<file path="src/rtl/cardparse_pkg.sv">
package cardparse_pkg;

    localparam int N_TOK = 17;
    localparam int N_ST  = 27;

    // token bit numbers
    localparam int TK_STR     = 0;
    localparam int TK_CARD_O  = 1;
    localparam int TK_CARD_C  = 2;
    localparam int TK_KEY_O   = 3;
    localparam int TK_KEY_C   = 4;
    localparam int TK_W_FIRST = 5;
    localparam int TK_W_LAST  = 6;
    localparam int TK_NAME_O  = 7;
    localparam int TK_NAME_C  = 8;
    localparam int TK_FIRST_O = 9;
    localparam int TK_FIRST_C = 10;
    localparam int TK_LAST_O  = 11;
    localparam int TK_LAST_C  = 12;
    localparam int TK_TITLE_O = 13;
    localparam int TK_TITLE_C = 14;
    localparam int TK_PHONE_O = 15;
    localparam int TK_PHONE_C = 16;

    localparam int ST_ENTRY  = 0;
    localparam int ST_CARD_C = N_ST - 1;

    typedef logic [N_ST-1:0]  st_vec_t;
    typedef logic [N_TOK-1:0] tok_vec_t;

    // token that loads each grammar position (-1: entry, loaded by sop only)
    function automatic int tok_of(input int s);
        case (s)
            1:                           return TK_CARD_O;
            2:                           return TK_KEY_O;
            3:                           return TK_W_FIRST;
            4:                           return TK_W_LAST;
            5:                           return TK_KEY_C;
            6:                           return TK_NAME_O;
            7, 16:                       return TK_FIRST_O;
            9, 18:                       return TK_FIRST_C;
            10, 13:                      return TK_LAST_O;
            12, 15:                      return TK_LAST_C;
            8, 11, 14, 17, 21, 24:       return TK_STR;
            19:                          return TK_NAME_C;
            20:                          return TK_TITLE_O;
            22:                          return TK_TITLE_C;
            23:                          return TK_PHONE_O;
            25:                          return TK_PHONE_C;
            26:                          return TK_CARD_C;
            default:                     return -1;
        endcase
    endfunction

    // positions whose FOLLOW set contains position s
    function automatic st_vec_t pred_of(input int s);
        st_vec_t m;
        m = '0;
        case (s)
            4:       m[2] = 1'b1;
            5:       begin m[3] = 1'b1; m[4] = 1'b1; end
            13:      m[6] = 1'b1;
            19:      begin m[12] = 1'b1; m[18] = 1'b1; end
            23:      begin m[19] = 1'b1; m[22] = 1'b1; end
            26:      begin m[19] = 1'b1; m[22] = 1'b1; m[25] = 1'b1; end
            0:       m = '0;
            default: m[s-1] = 1'b1;
        endcase
        return m;
    endfunction

endpackage

</file>
<file path="src/rtl/follow_net.sv">
module follow_net #(
    parameter int NS = cardparse_pkg::N_ST
) (
    input  logic [NS-1:0] state,
    output logic [NS-1:0] enable
);
    for (genvar i = 0; i < NS; i++) begin : g_or
        localparam logic [NS-1:0] PRED = NS'(cardparse_pkg::pred_of(i));
        assign enable[i] = |(state & PRED);
    end
endmodule

</file>
<file path="src/rtl/token_select.sv">
module token_select #(
    parameter int NS = cardparse_pkg::N_ST,
    parameter int NT = cardparse_pkg::N_TOK
) (
    input  logic [NT-1:0] match,
    output logic [NS-1:0] hit
);
    for (genvar i = 0; i < NS; i++) begin : g_sel
        localparam int TK = cardparse_pkg::tok_of(i);
        if (TK < 0) begin : g_none
            assign hit[i] = 1'b0;
        end else begin : g_tap
            assign hit[i] = match[TK];
        end
    end
endmodule

</file>
<file path="src/rtl/grammar_cell.sv">
module grammar_cell #(
    parameter bit IS_ENTRY = 1'b0
) (
    input  logic clk,
    input  logic rst,
    input  logic sop,
    input  logic evt,
    input  logic enable,
    input  logic hit,
    output logic q
);
    logic load;
    assign load = enable & hit;

    always_ff @(posedge clk) begin
        if (rst)      q <= 1'b0;
        else if (sop) q <= IS_ENTRY;
        else if (evt) q <= load;
    end
endmodule

</file>
<file path="src/rtl/out_stage.sv">
module out_stage #(
    parameter int NS = cardparse_pkg::N_ST,
    parameter int NT = cardparse_pkg::N_TOK
) (
    input  logic          clk,
    input  logic          rst,
    input  logic          sop,
    input  logic          close_fire,
    input  logic [NT-1:0] match,
    input  logic [NS-1:0] state,
    output logic [NT-1:0] fwd_match,
    output logic [NS-1:0] fwd_ctx,
    output logic          msg_valid
);
    always_ff @(posedge clk) begin
        if (rst) begin
            fwd_match <= '0;
            fwd_ctx   <= '0;
            msg_valid <= 1'b0;
        end else begin
            fwd_match <= match;
            fwd_ctx   <= state;
            if (sop)             msg_valid <= 1'b0;
            else if (close_fire) msg_valid <= 1'b1;
        end
    end
endmodule

</file>
<file path="src/rtl/card_parse_tracker.sv">
module card_parse_tracker (
    input  logic                           clk,
    input  logic                           rst,
    input  logic                           sop,
    input  logic [cardparse_pkg::N_TOK-1:0] match,
    output logic [cardparse_pkg::N_ST-1:0]  parse_state,
    output logic [cardparse_pkg::N_TOK-1:0] fwd_match,
    output logic [cardparse_pkg::N_ST-1:0]  fwd_ctx,
    output logic                           msg_valid
);
    import cardparse_pkg::*;

    localparam int NS = N_ST;
    localparam int NT = N_TOK;

    st_vec_t enable, hit;
    logic    evt, close_fire;

    assign evt        = |match;
    assign close_fire = ~sop & enable[ST_CARD_C] & hit[ST_CARD_C];

    follow_net #(.NS(NS)) u_follow (
        .state (parse_state),
        .enable(enable)
    );

    token_select #(.NS(NS), .NT(NT)) u_tsel (
        .match(match),
        .hit  (hit)
    );

    for (genvar i = 0; i < NS; i++) begin : g_cell
        grammar_cell #(.IS_ENTRY(i == ST_ENTRY)) u_cell (
            .clk   (clk),
            .rst   (rst),
            .sop   (sop),
            .evt   (evt),
            .enable(enable[i]),
            .hit   (hit[i]),
            .q     (parse_state[i])
        );
    end

    out_stage #(.NS(NS), .NT(NT)) u_out (
        .clk       (clk),
        .rst       (rst),
        .sop       (sop),
        .close_fire(close_fire),
        .match     (match),
        .state     (parse_state),
        .fwd_match (fwd_match),
        .fwd_ctx   (fwd_ctx),
        .msg_valid (msg_valid)
    );
endmodule

</file>
<file path="config.mk">
export PLATFORM = sky130hd
export DESIGN_NAME = card_parse_tracker
export DESIGN_NICKNAME = d
export VERILOG_FILES = /design/src/rtl/cardparse_pkg.sv /design/src/rtl/follow_net.sv /design/src/rtl/token_select.sv /design/src/rtl/grammar_cell.sv /design/src/rtl/out_stage.sv /design/src/rtl/card_parse_tracker.sv
export SDC_FILE = /design/constraint.sdc
export NUM_CORES = 1
export LEC_CHECK = 0
export CAP_MARGIN = 10
export CORE_ASPECT_RATIO = 0.75
export CORE_MARGIN = 3
export CORE_UTILIZATION = 40
export CTS_CLUSTER_SIZE = 20
export DETAILED_ROUTE_END_ITERATION = 6
export GPL_TIMING_DRIVEN = 0
export PLACE_DENSITY = 0.74
export SLEW_MARGIN = 10
export SYNTH_ARGS = -nofsm -noshare
export SYNTH_HDL_FRONTEND = slang
export SYNTH_HIERARCHICAL = 1
export SYNTH_SLANG_ARGS = --single-unit
</file>
<file path="constraint.sdc">
create_clock -name clk -period 2 [get_ports clk]
set_input_delay 0.2 -clock clk [delete_from_list [all_inputs] [get_ports clk]]
set_output_delay 0.2 -clock clk [all_outputs]
set_load 0.01 [all_outputs]
</file>
==> out/metrics.yaml <==
ys_ff_latch: 72
fin_crit_sh_pct: 95.0
remaining_drc_errors: 0
cpLargestDelayFamily: "simple AND/OR/NAND/NOR gates"
slowest_delay_ns: 0.55
synthArstFlopShare_pct: 0
setup.worst_path.class: "in2reg"
maxCapViolCount: 0
worstMarginPinSlew_ns: 0.848
via_per_inst: 4.66
vias: 2242
die_width_um: 104
syn_area_mm2: 0.00287
hold_viol: 0
yosys-top-cells-area: "dfxtp_1, buf_4, a211oi_2, nor2b_1, nand2b_1"
insertion_delay_ns: 0.34
cts_tree: "yes"
slew_violations: 0
post-dp-hpwl_um: 4480
grt_pass1_wl_um: 11300
crit_path_end_kind: "flop"
syn_area_per_cell_um2: 10.7
cts_buffer_depth: 2
r2r-end: "u_out/msg_valid$_SDFFE_PP0P_"
timing.rr.start: "g_cell[19].u_cell/q$_SDFFE_PP0P_"
skew_ns: 0.00852
fin_cells: 481
cts-root-buf: "clkbuf_8"
synth.top_cell.area_share_pct: 50.3
cp.required_ns: 2.26
core_mm2: 0.00690
ioPinCount: 92
yosysTopAreaCell: "dfxtp_1"
areaGrowthSynthToFinish_pct: 47.3
max_freq_mhz: 526
worstPathMaxFanout: 7
finalCriticalPeriod_ns: 1.90
power.static_leakage_nw: 1.56
die_h_um: 79.3
drtPass1Iterations: 4
drtAntennaViolNets: 0
relSlewSlack_pct: 43.5
synth_warnings: 6
rows: 26
final_nets: 398
htreeDepth: 3
diodes: 0
io_buffer_count: 91
grt_remaining_overflow: 0
wl_um: 7400
ys_seq_area_share_pct: 50.3
hp-class: "in2reg"
synth_edf_count: 0
rsz0062_at_grt: "false"
grt_max_degree: 30
setup_viol: 0
drive_gt1_share_pct: 28.2
n_fill_cell: 608
holdBufCountCts: 0
initial_core_util_pct: 41.6
crit_path_top_delay_cell: "or4_4"
synth_most_common_cell: "dfxtp_1"
synthCells: 268
reg2reg_slack_ns: 0.81
dp_cells: 458
cts_inserted_buffers: 9
synth_common_cells: "dfxtp_1, buf_4, nor2b_1"
cp.depth: 7
fin_hold_ws_ns: 0.239
place.gp.congestion: 0.714
dieArea_mm2: 0.00823
path_clk_slew_ns: 0.07
syn_nets: 288
drtIter0Drc: 46
path_cells: "clkdlybuf4s50_1 > nor4_2 > nand4_1 > buf_4 > or4_4 > nand2b_1 > a211oi_2"
ir_drop_mv: 0.390
cp.arrival_ns: 2.16
synthFlopType: "dfxtp_1"
cp-endpoint: "g_cell[4].u_cell/q$_SDFFE_PP0P_"
ys_types: 19
track_usage_pct: 17.9
crit_start: "match[12]"
start_kind: "primary input"
outcome: "completed"
path_buf_inv: 2
grt_pass1_vias: 2180
wl_per_cell_um: 15.4
worstRegToRegCells: 5
cts.sinks: 72
antenna_found_initial: 0
powerDensity_mw_per_mm2: 697
==> per-layer routing <==
layer | GRT usage, % | wire length (µm) | part of all wire (%) | vias up
met5 | 0 | 0 | 0 | -
met4 | 4.38 | 55 | 0.74 | 0
met3 | 8.37 | 600 | 8.1 | 6
met2 | 27.4 | 3250 | 44 | 76
met1 | 23.1 | 3490 | 47 | 1076
li1 | - | - | - | 1084
==> sequential cells by signal, indices dropped and copies added (netlist names) <==
signal	cells
u_out/fwd_ctx	27
u_out/msg_valid	1
u_out/fwd_match	17
g_cell.u_cell/q	27
==> layout by cell type (no fill, tap or decap), drive strengths merged <==
| master | count |
|---|---|
| a211oi | 26 |
| nor2b | 43 |
| nand3 | 27 |
| inv | 1 |
| nand2 | 1 |
| clkinv | 1 |
| nand4 | 1 |
| and2b | 1 |
| buf | 58 |
| or3 | 1 |
| clkbuf | 13 |
| dlygate4sd2 | 3 |
| nand2b | 27 |
| nor3 | 1 |
| conb | 2 |
| dfxtp | 72 |
| bufinv | 2 |
| a31oi | 1 |
| nor2 | 3 |
| clkdlybuf4s50 | 84 |
| or2 | 3 |
| or4 | 7 |
| nor4 | 3 |
| dlymetal6s2s | 2 |
==> where the power goes <==
| part | total, W | internal, W | switching [W] |
|---|---|---|---|
| clock | 0.00125 | 0.000737 | 0.000510 |
| sequential | 0.00146 | 0.00145 | 0.00000750 |
| combinational | 0.000234 | 0.000123 | 0.000111 |
==> area by class of cell <==
type	instances	area (µm²)	area share (%)
Timing Repair Buffer	93	930	22.0
Multi-Input combinational cell	147	1090	25.9
Inverter	1	3.75	0.0889
Tap cell	98	123	2.90
Clock buffer	13	149	3.52
Clock inverter	3	65.1	1.54
Buffer	54	420	9.95
Sequential cell	72	1440	34.1
==> worst reg2reg max path, stage by stage (launching register included) <==
cell	delay, ns
dfxtp_1	0.37
or3_1	0.38
nand2_1	0.07
nor2_1	0.04
nor2_1	0.14
nor3_2	0.04
==> through the flow <==
| step | instance area (µm²) | util (%) | worst slack [ns] | total power (W) | setup TNS, ns |
|---|---|---|---|---|---|
| 2_1_floorplan | 2870 | - | 0.0558 | 0.00158 | 0 |
| 3_3_place_gp | 3900 | 56.6 | -1.24 | 0.00172 | -57.38 |
| 3_5_place_dp | 3910 | 56.7 | -1.08 | 0.00172 | -28.13 |
| 4_1_cts | 4170 | 60.5 | 0.00494 | 0.00298 | 0 |
| 5_1_grt | 4220 | 61.2 | 0.00723 | 0.00307 | 0 |
| 6_report | 4220 | 61.2 | 0.100 | 0.00294 | 0 |
==> what timing repair did <==
action / CTS / global route
pin swaps: 5 / 5
endpoints found under the setup margin: 27 / 27
buffers inserted: 0 / 1
gates cloned: 3 / 3
gates resized for setup: 9 / 6
==> logic make-up after synthesis <==
| logic type | count (synthesis) | synth area share (%) |
|---|---|---|
| simple gates | 112 | 23.1 |
| other cells | 2 | 0.262 |
| buf+inv | 55 | 14.8 |
| flops | 72 | 50.3 |
| compound gates | 27 | 11.6 |
==> worst min path at each step <==
stage	slack [ns]	endpoint	cells past startpoint	startpoint
floorplan	0.26	g_cell[10].u_cell/q$_SDFFE_PP0P_	1	rst
global placement	0.48	u_out/fwd_ctx[26]$_SDFF_PP0_	1	g_cell[26].u_cell/q$_SDFFE_PP0P_
detailed placement	0.48	u_out/fwd_ctx[26]$_SDFF_PP0_	1	g_cell[26].u_cell/q$_SDFFE_PP0P_
CTS	0.29	u_out/fwd_match[4]$_SDFF_PP0_	2	match[4]
global route	0.22	u_out/fwd_match[9]$_SDFF_PP0_	2	match[9]
finish	0.24	u_out/fwd_match[9]$_SDFF_PP0_	2	match[9]
Power figures use the tool's default switching activity.
